[src/rtl/sbm_pkg.sv]
package sbm_pkg;

  localparam int BYTE_W   = 8;
  localparam int EDGES    = 2 * BYTE_W;
  localparam int PRESC_W  = 5;
  localparam int DIV_W    = PRESC_W;
  localparam int HALF_W   = PRESC_W - 1;
  localparam int REG_W    = 32;

  // word index taken from byte address bits 3:2
  localparam logic [1:0] WSEL_CTRL = 2'd0;
  localparam logic [1:0] WSEL_CFG  = 2'd1;
  localparam logic [1:0] WSEL_TX   = 2'd2;
  localparam logic [1:0] WSEL_RX   = 2'd3;

  localparam int READY_BIT   = 1;
  localparam int CS_BASE     = 16;
  localparam int PHA_BIT     = 6;
  localparam int POL_BIT     = 7;
  localparam int FLUSH_BIT   = 9;

  // strobes from the sequencer to the datapath
  typedef struct packed {
    logic load;
    logic shiftOut;
    logic sample;
    logic toggle;
    logic finish;
  } shift_strobe_t;

  function automatic logic [DIV_W-1:0] divOf(input logic [PRESC_W-1:0] code);
    logic [DIV_W-1:0] d;
    if (code[PRESC_W-1]) d = {code[PRESC_W-2:0], 1'b0};
    else                 d = code;
    if (d == '0) d = DIV_W'(1);
    return d;
  endfunction

  function automatic logic [HALF_W-1:0] halfOf(input logic [PRESC_W-1:0] code);
    logic [DIV_W:0] sum;
    sum = {1'b0, divOf(code)} + (DIV_W+1)'(1);
    return HALF_W'(sum >> 1);
  endfunction

endpackage

[src/rtl/sbm_ctrl.sv]
module sbm_ctrl
  import sbm_pkg::*;
(
  input  logic               clk,
  input  logic               rstN,
  input  logic               txWrite,
  input  logic [PRESC_W-1:0] prescCode,
  input  logic               cpha,
  output shift_strobe_t      stb,
  output logic               ready
);

  localparam int EDGE_W = $clog2(EDGES);

  typedef enum logic {S_IDLE, S_SHIFT} seqState_t;

  seqState_t          state;
  logic [HALF_W-1:0]  halfCnt;
  logic [HALF_W-1:0]  halfLat;
  logic [EDGE_W-1:0]  edgeCnt;
  logic               phaLat;
  logic               start;
  logic               edgeNow;
  logic               lastEdge;
  logic [HALF_W-1:0]  halfNew;

  assign halfNew  = halfOf(prescCode);
  assign start    = txWrite && (state == S_IDLE);
  assign edgeNow  = (state == S_SHIFT) && (halfCnt == '0);
  assign lastEdge = (edgeCnt == EDGE_W'(EDGES - 1));

  always_ff @(posedge clk or negedge rstN) begin
    if (!rstN) begin
      state   <= S_IDLE;
      halfCnt <= '0;
      halfLat <= HALF_W'(1);
      edgeCnt <= '0;
      phaLat  <= 1'b0;
    end else begin
      case (state)
        S_IDLE: begin
          if (start) begin
            state   <= S_SHIFT;
            halfLat <= halfNew;
            halfCnt <= halfNew - HALF_W'(1);
            edgeCnt <= '0;
            phaLat  <= cpha;
          end
        end
        default: begin
          if (edgeNow) begin
            halfCnt <= halfLat - HALF_W'(1);
            edgeCnt <= edgeCnt + EDGE_W'(1);
            if (lastEdge) state <= S_IDLE;
          end else begin
            halfCnt <= halfCnt - HALF_W'(1);
          end
        end
      endcase
    end
  end

  // even edge index = leading edge; phase 0 samples on leading edges
  always_comb begin
    stb          = '0;
    stb.load     = start;
    stb.toggle   = edgeNow;
    stb.sample   = edgeNow && (edgeCnt[0] == phaLat);
    stb.shiftOut = edgeNow && (edgeCnt[0] != phaLat) &&
                   !(phaLat && (edgeCnt == '0));
    stb.finish   = edgeNow && lastEdge;
  end

  assign ready = (state == S_IDLE);

endmodule

[src/rtl/sbm_datapath.sv]
module sbm_datapath
  import sbm_pkg::*;
#(
  parameter int NUM_CS    = 4,
  parameter int ADDR_W    = 4,
  parameter int FLUSH_LAT = 4
) (
  input  logic               clk,
  input  logic               rstN,
  input  logic               regWrEn,
  input  logic [ADDR_W-1:0]  regAddr,
  input  logic [REG_W-1:0]   regWdata,
  output logic [REG_W-1:0]   regRdata,
  input  logic               ready,
  input  shift_strobe_t      stb,
  output logic               txWrite,
  output logic [PRESC_W-1:0] prescCode,
  output logic               cpha,
  output logic               sclk,
  output logic               mosi,
  input  logic               miso,
  output logic [NUM_CS-1:0]  csN
);

  localparam int FL_W = (FLUSH_LAT > 1) ? $clog2(FLUSH_LAT) : 1;

  logic [1:0]         wordSel;
  logic               ctrlWr;
  logic               cfgWr;
  logic [NUM_CS-1:0]  csEn;
  logic [PRESC_W-1:0] cfgPresc;
  logic               cfgPha;
  logic               cfgPol;
  logic               flushBusy;
  logic [FL_W-1:0]    flushCnt;
  logic [BYTE_W-1:0]  txShift;
  logic [BYTE_W-1:0]  rxShift;
  logic [BYTE_W-1:0]  rxNext;
  logic [BYTE_W-1:0]  rxData;
  logic               sclkPhase;
  logic               unusedBus;

  assign wordSel   = regAddr[3:2];
  assign ctrlWr    = regWrEn && (wordSel == WSEL_CTRL);
  assign cfgWr     = regWrEn && (wordSel == WSEL_CFG);
  assign txWrite   = regWrEn && (wordSel == WSEL_TX);
  assign unusedBus = ^{regAddr, regWdata};

  // control register: chip-select enables
  always_ff @(posedge clk or negedge rstN) begin
    if (!rstN)       csEn <= '0;
    else if (ctrlWr) csEn <= regWdata[CS_BASE +: NUM_CS];
  end

  // configuration register
  always_ff @(posedge clk or negedge rstN) begin
    if (!rstN) begin
      cfgPresc <= '0;
      cfgPha   <= 1'b0;
      cfgPol   <= 1'b0;
    end else if (cfgWr) begin
      cfgPresc <= regWdata[PRESC_W-1:0];
      cfgPha   <= regWdata[PHA_BIT];
      cfgPol   <= regWdata[POL_BIT];
    end
  end

  // self-clearing flush request
  always_ff @(posedge clk or negedge rstN) begin
    if (!rstN) begin
      flushBusy <= 1'b0;
      flushCnt  <= '0;
    end else if (cfgWr && regWdata[FLUSH_BIT]) begin
      flushBusy <= 1'b1;
      flushCnt  <= FL_W'(FLUSH_LAT - 1);
    end else if (flushBusy) begin
      if (flushCnt == '0) flushBusy <= 1'b0;
      else                flushCnt  <= flushCnt - FL_W'(1);
    end
  end

  // shifter
  assign rxNext = stb.sample ? {rxShift[BYTE_W-2:0], miso} : rxShift;

  always_ff @(posedge clk or negedge rstN) begin
    if (!rstN) begin
      txShift   <= '0;
      rxShift   <= '0;
      rxData    <= '0;
      sclkPhase <= 1'b0;
    end else begin
      if (stb.load)          txShift <= regWdata[BYTE_W-1:0];
      else if (stb.shiftOut) txShift <= {txShift[BYTE_W-2:0], 1'b0};
      rxShift <= rxNext;
      if (stb.finish) rxData <= rxNext;
      if (stb.toggle) sclkPhase <= ~sclkPhase;
    end
  end

  assign sclk      = sclkPhase ^ cfgPol;
  assign mosi      = txShift[BYTE_W-1];
  assign prescCode = cfgPresc;
  assign cpha      = cfgPha;

  for (genvar i = 0; i < NUM_CS; i++) begin : g_cs
    assign csN[i] = ~csEn[i];
  end

  // read mux
  always_comb begin
    regRdata = '0;
    case (wordSel)
      WSEL_CTRL: begin
        regRdata[READY_BIT]         = ready;
        regRdata[CS_BASE +: NUM_CS] = csEn;
      end
      WSEL_CFG: begin
        regRdata[PRESC_W-1:0] = cfgPresc;
        regRdata[PHA_BIT]     = cfgPha;
        regRdata[POL_BIT]     = cfgPol;
        regRdata[FLUSH_BIT]   = flushBusy;
      end
      WSEL_RX:  regRdata[BYTE_W-1:0] = rxData;
      default:  regRdata = '0;
    endcase
  end

endmodule

[src/rtl/spi_byte_master.sv]
module spi_byte_master
  import sbm_pkg::*;
#(
  parameter int NUM_CS    = 4,
  parameter int ADDR_W    = 4,
  parameter int FLUSH_LAT = 4
) (
  input  logic              clk,
  input  logic              rstN,
  input  logic              regWrEn,
  input  logic [ADDR_W-1:0] regAddr,
  input  logic [31:0]       regWdata,
  output logic [31:0]       regRdata,
  output logic              sclk,
  output logic              mosi,
  input  logic              miso,
  output logic [NUM_CS-1:0] csN
);

  shift_strobe_t      stb;
  logic               ready;
  logic               txWrite;
  logic [PRESC_W-1:0] prescCode;
  logic               cpha;

  sbm_ctrl u_ctrl (
    .clk       (clk),
    .rstN      (rstN),
    .txWrite   (txWrite),
    .prescCode (prescCode),
    .cpha      (cpha),
    .stb       (stb),
    .ready     (ready)
  );

  sbm_datapath #(
    .NUM_CS    (NUM_CS),
    .ADDR_W    (ADDR_W),
    .FLUSH_LAT (FLUSH_LAT)
  ) u_dp (
    .clk       (clk),
    .rstN      (rstN),
    .regWrEn   (regWrEn),
    .regAddr   (regAddr),
    .regWdata  (regWdata),
    .regRdata  (regRdata),
    .ready     (ready),
    .stb       (stb),
    .txWrite   (txWrite),
    .prescCode (prescCode),
    .cpha      (cpha),
    .sclk      (sclk),
    .mosi      (mosi),
    .miso      (miso),
    .csN       (csN)
  );

endmodule

[config.mk]
export PLATFORM = sky130hd
export DESIGN_NAME = spi_byte_master
export DESIGN_NICKNAME = d
export VERILOG_FILES = /design/src/rtl/sbm_pkg.sv /design/src/rtl/sbm_ctrl.sv /design/src/rtl/sbm_datapath.sv /design/src/rtl/spi_byte_master.sv
export SDC_FILE = /design/constraint.sdc
export NUM_CORES = 1
export LEC_CHECK = 0
export BUFFER_PORTS_ARGS = -buffer_cell sky130_fd_sc_hd__buf_2
export CORE_ASPECT_RATIO = 0.9
export CORE_MARGIN = 2
export CORE_UTILIZATION = 28
export DETAILED_ROUTE_END_ITERATION = 16
export GPL_TIMING_DRIVEN = 1
export HOLD_SLACK_MARGIN = 0.06
export SYNTH_ARGS = -nofsm -noshare
export SYNTH_HDL_FRONTEND = slang
export SYNTH_SLANG_ARGS = --single-unit
[constraint.sdc]
create_clock -name clk -period 2.08 [get_ports clk]
set_input_delay 0.104 -clock clk [delete_from_list [all_inputs] [get_ports clk]]
set_output_delay 0.104 -clock clk [all_outputs]
set_load 0.005 [all_outputs]
==> key figures <==
Logic synthesis
  – Synth cell types: 44
  – Synthesized area per cell: 9.884 um2
  – Synth warn: 0
  – Asr flop ratio synth: 100.0%
  – Top_reg_cell synth: dfrtp_1
  – Synth Cell Area: 2768 um2
  – Synth Instances: 280
  – Yosys reg bits: 53
  – Register area share after synthesis: 47.97%
  – EDFF count, synth: 0

Clocking
  – Num CTS Buffers: 5
  – Clock latency on the worst-skew pair: 0.30 ns
  – CTS H-tree depth: 2
  – Worst-path clk slew: 0.10 ns
  – Root buffer cell: clkbuf_8
  – CTS Sinks: 53
  – CTS tree: built
  – Maximum clock path buffer count: 2

Timing
  – # setup viols final: 0
  – Unrepaired setup endpoints after global routing: true
  – Setup Skew: 0.006402 ns
  – Final Hold Viols: 0
  – Max Slew Vio Count: 0
  – Period utilization: 99.74%
  – Worst Hold Slack: 0.3055 ns
  – Slew HR: 53.83%
  – Minimum clock period: 2.075 ns
  – Fmax: 0.4820 GHz
  – Worst-Margin Slew: 0.6910 ns

Global route
  – Total track usage: 11.58%
  – Initial antenna violation count: 0
  – Grt total ovfl: 0
  – Vias in the first global route: 2,071
  – Largest net degree at the start of global routing: 25
  – Global-route wire length before repair: 9880 um

Floorplan
  – Core Region: 9657 um2
  – Initial core utilization: 28.66%
  – Die height: 98.32 um
  – I/O Pins: 78
  – Die X: 108.8 um
  – Placement Rows: 34
  – Die area: 10,700 um2

Critical path
  – Worst EP arrival: 2.31 ns
  – Critical path capture point type: flip-flop
  – CP Launch Type: flip-flop
  – Setup CP Type: reg -> reg
  – CP max FO: 3
  – CP Data Required Time: 2.31 ns

Power and ir drop
  – PwrDens: 1011 nW/um2
  – P_leak: 1.684 nW
  – IR drop worst, VDD: 0.4591 mV

Detailed routing
  – Vias: 2,052
  – DR iter-0 viols: 85
  – 1st-pass router iterations: 4
  – DRC Markers: 0
  – Antenna viol nets, final: 0
  – Vias/cell: 4.375
  – Drt total wl: 5841 um
  – WL/cell: 12.45 um

Finish
  – P&R area growth vs syn: 22.33%
  – Nets: 387
  – Non-filler cells, final: 469
  – # diodes: 0
  – Share of cells above drive strength 1: 25.95%

Placement
  – Inst Count DP: 446
  – PortBufs: 37
  – RePlAce Congestion: 0.7978
  – DPL Wire Length: 4216 um

Job
  – Max-cap violation count: 0

Min path
  – Hold WC Path Type: in -> async

Outcome
  – Outcome: finished clean
[placed cells by master, fill, tap and decap left out, types with 2 or more instances in the layout]
cell | netlist | final
nand3b_1 | 4 | 4
nor4b_1 | 3 | 3
o22ai_1 | 5 | 5
nand4_1 | 2 | 2
buf_4 | 21 | 14
dlygate4sd3_1 | 0 | 15
clkbuf_8 | 0 | 5
o31ai_1 | 3 | 3
mux2_2 | 19 | 19
mux2i_1 | 9 | 9
nor3b_1 | 2 | 2
nor3_1 | 5 | 4
inv_1 | 18 | 18
buf_2 | 2 | 37
xnor2_1 | 3 | 3
dfrtp_1 | 52 | 52
nor2_1 | 12 | 12
bufinv_16 | 0 | 2
conb_1 | 1 | 19
nand2_1 | 47 | 47
nor2b_1 | 6 | 6
and2_1 | 2 | 2
nand2b_1 | 5 | 5
a31oi_2 | 0 | 2
a22o_1 | 2 | 2
and3_1 | 2 | 2
ha_1 | 5 | 4
o21ai_0 | 12 | 12
a21oi_1 | 12 | 12
xor2_1 | 3 | 3
[sequential cells by signal, summed over array words and instances, names as in the netlist, 2 cells and up]
signal,count
u_ctrl.halfLat,4
u_ctrl.halfCnt,4
u_ctrl.edgeCnt,4
u_dp.txShift,8
u_dp.rxShift,8
u_dp.rxData,8
u_dp.csEn,4
u_dp.flushCnt,2
u_dp.prescCode,5
[area by class of cell]
type	count	area, um2
multi-input combinational	198	1259
timing repair buffer	66	440.4
clock inverter	3	65.06
inverter	18	67.56
tap	126	157.7
sequential	53	1328
clock buffer	5	68.82
fill	983	6271
[synth_stat cells (2+ instances only)]
cell	n	share of area (%)
nor4b_1	3	0.95
nand3b_1	4	1.1
mux2_2	19	7.7
clkbuf_1	3	0.41
o22ai_1	5	1.1
and3_1	2	0.45
nor3b_1	2	0.54
xnor2_1	3	0.95
dfrtp_1	52	47
nand2b_1	5	1.1
buf_4	21	5.7
nand4_1	2	0.45
mux2i_1	9	3.3
a22o_1	2	0.63
nor2b_1	6	1.4
nand2_1	47	6.4
buf_6	2	0.81
and2_1	2	0.45
o21ai_0	12	2.2
ha_1	5	2.3
inv_1	18	2.4
buf_2	2	0.36
nor2_1	12	1.6
a31oi_1	3	0.68
a21oi_1	12	2.2
xor2_1	3	0.95
nor3_1	5	0.90
o31ai_1	3	0.81
[report_power, final]
group / switching (mW) / internal (mW)
combinational: 0.523 / 0.512
sequential: 0.233 / 1.34
clock: 0.338 / 0.478
total: 1.09 / 2.33
[critical path, stage by stage, from the launching register on]
cell and delay [ns]:
dfrtp_1 0.39, nor3_2 0.16, nor2_1 0.05, a21oi_1 0.13, ha_2 0.23, a31oi_2 0.09
o32a_1 0.35, or4_1 0.47, a31oi_1 0.13
[cell families (layout without fill, tap and decap cells)]
logic type	Yosys count	in the layout	share of synthesized area [%]
buf+inv	47	92	9.855
mux	28	28	10.99
fa+ha+maj	5	5	2.260
simple gates	97	97	17.36
xor+xnor	6	6	1.899
flops	53	53	47.97
other cells	1	19	0.1355
compound gates	43	43	9.539
[metal layers]
layer,wire length [um],global-route usage (%),up-vias
met5,0,0,-
met4,38,2.564,0
met1,3049,16.61,977
li1,-,-,1029
met2,2592,18.27,42
met3,160,2.003,4
[final timing paths]
| path | cells after the start | start | end | slack (ns) |
|---|---|---|---|---|
| setup / recovery | 8 | u_dp.prescCode[3]$_DFFE_PN0P_ | u_ctrl.halfCnt[3]$_DFFE_PN0P_ | 0.005 |
| hold / removal | 2 | rstN | u_ctrl.edgeCnt[1]$_DFFE_PN0P_ | 0.31 |
| setup reg to reg | 8 | u_dp.prescCode[3]$_DFFE_PN0P_ | u_ctrl.halfCnt[3]$_DFFE_PN0P_ | 0.005 |
| hold reg to reg | 2 | u_ctrl.halfLat[0]$_DFFE_PN1P_ | u_ctrl.halfLat[0]$_DFFE_PN1P_ | 0.46 |
| max in group asynchronous | 3 | rstN | u_ctrl.halfLat[2]$_DFFE_PN0P_ | 1.14 |
| min in group clk | 4 | regWrEn | u_dp.csEn[2]$_DFFE_PN0P_ | 0.31 |
[metrics by stage]
stage | setup TNS, ns | util, % | power [mW] | area, um2 | setup slack (ns)
finish | 0 | 35.06 | 3.423 | 3386 | 0.005354
global route | -0.1296 | 35.06 | 3.689 | 3386 | -0.1296
CTS | 0 | 34.89 | 3.424 | 3369 | 0.004545
detailed placement | 0 | 31.95 | 2.582 | 3085 | 0.03115
global placement | 0 | 31.95 | 2.541 | 3085 | 0.03640
floorplan | 0 | - | 2.283 | 2845 | 0.01162
[repair_timing]
item,4_1_cts,5_1_grt
endpoints found under the hold margin,36,0
gates resized for setup,0,3
hold buffers,15,0
setup endpoints to repair,0,2
buffers inserted,0,0
Note: power is estimated with default switching activity, not from simulation.
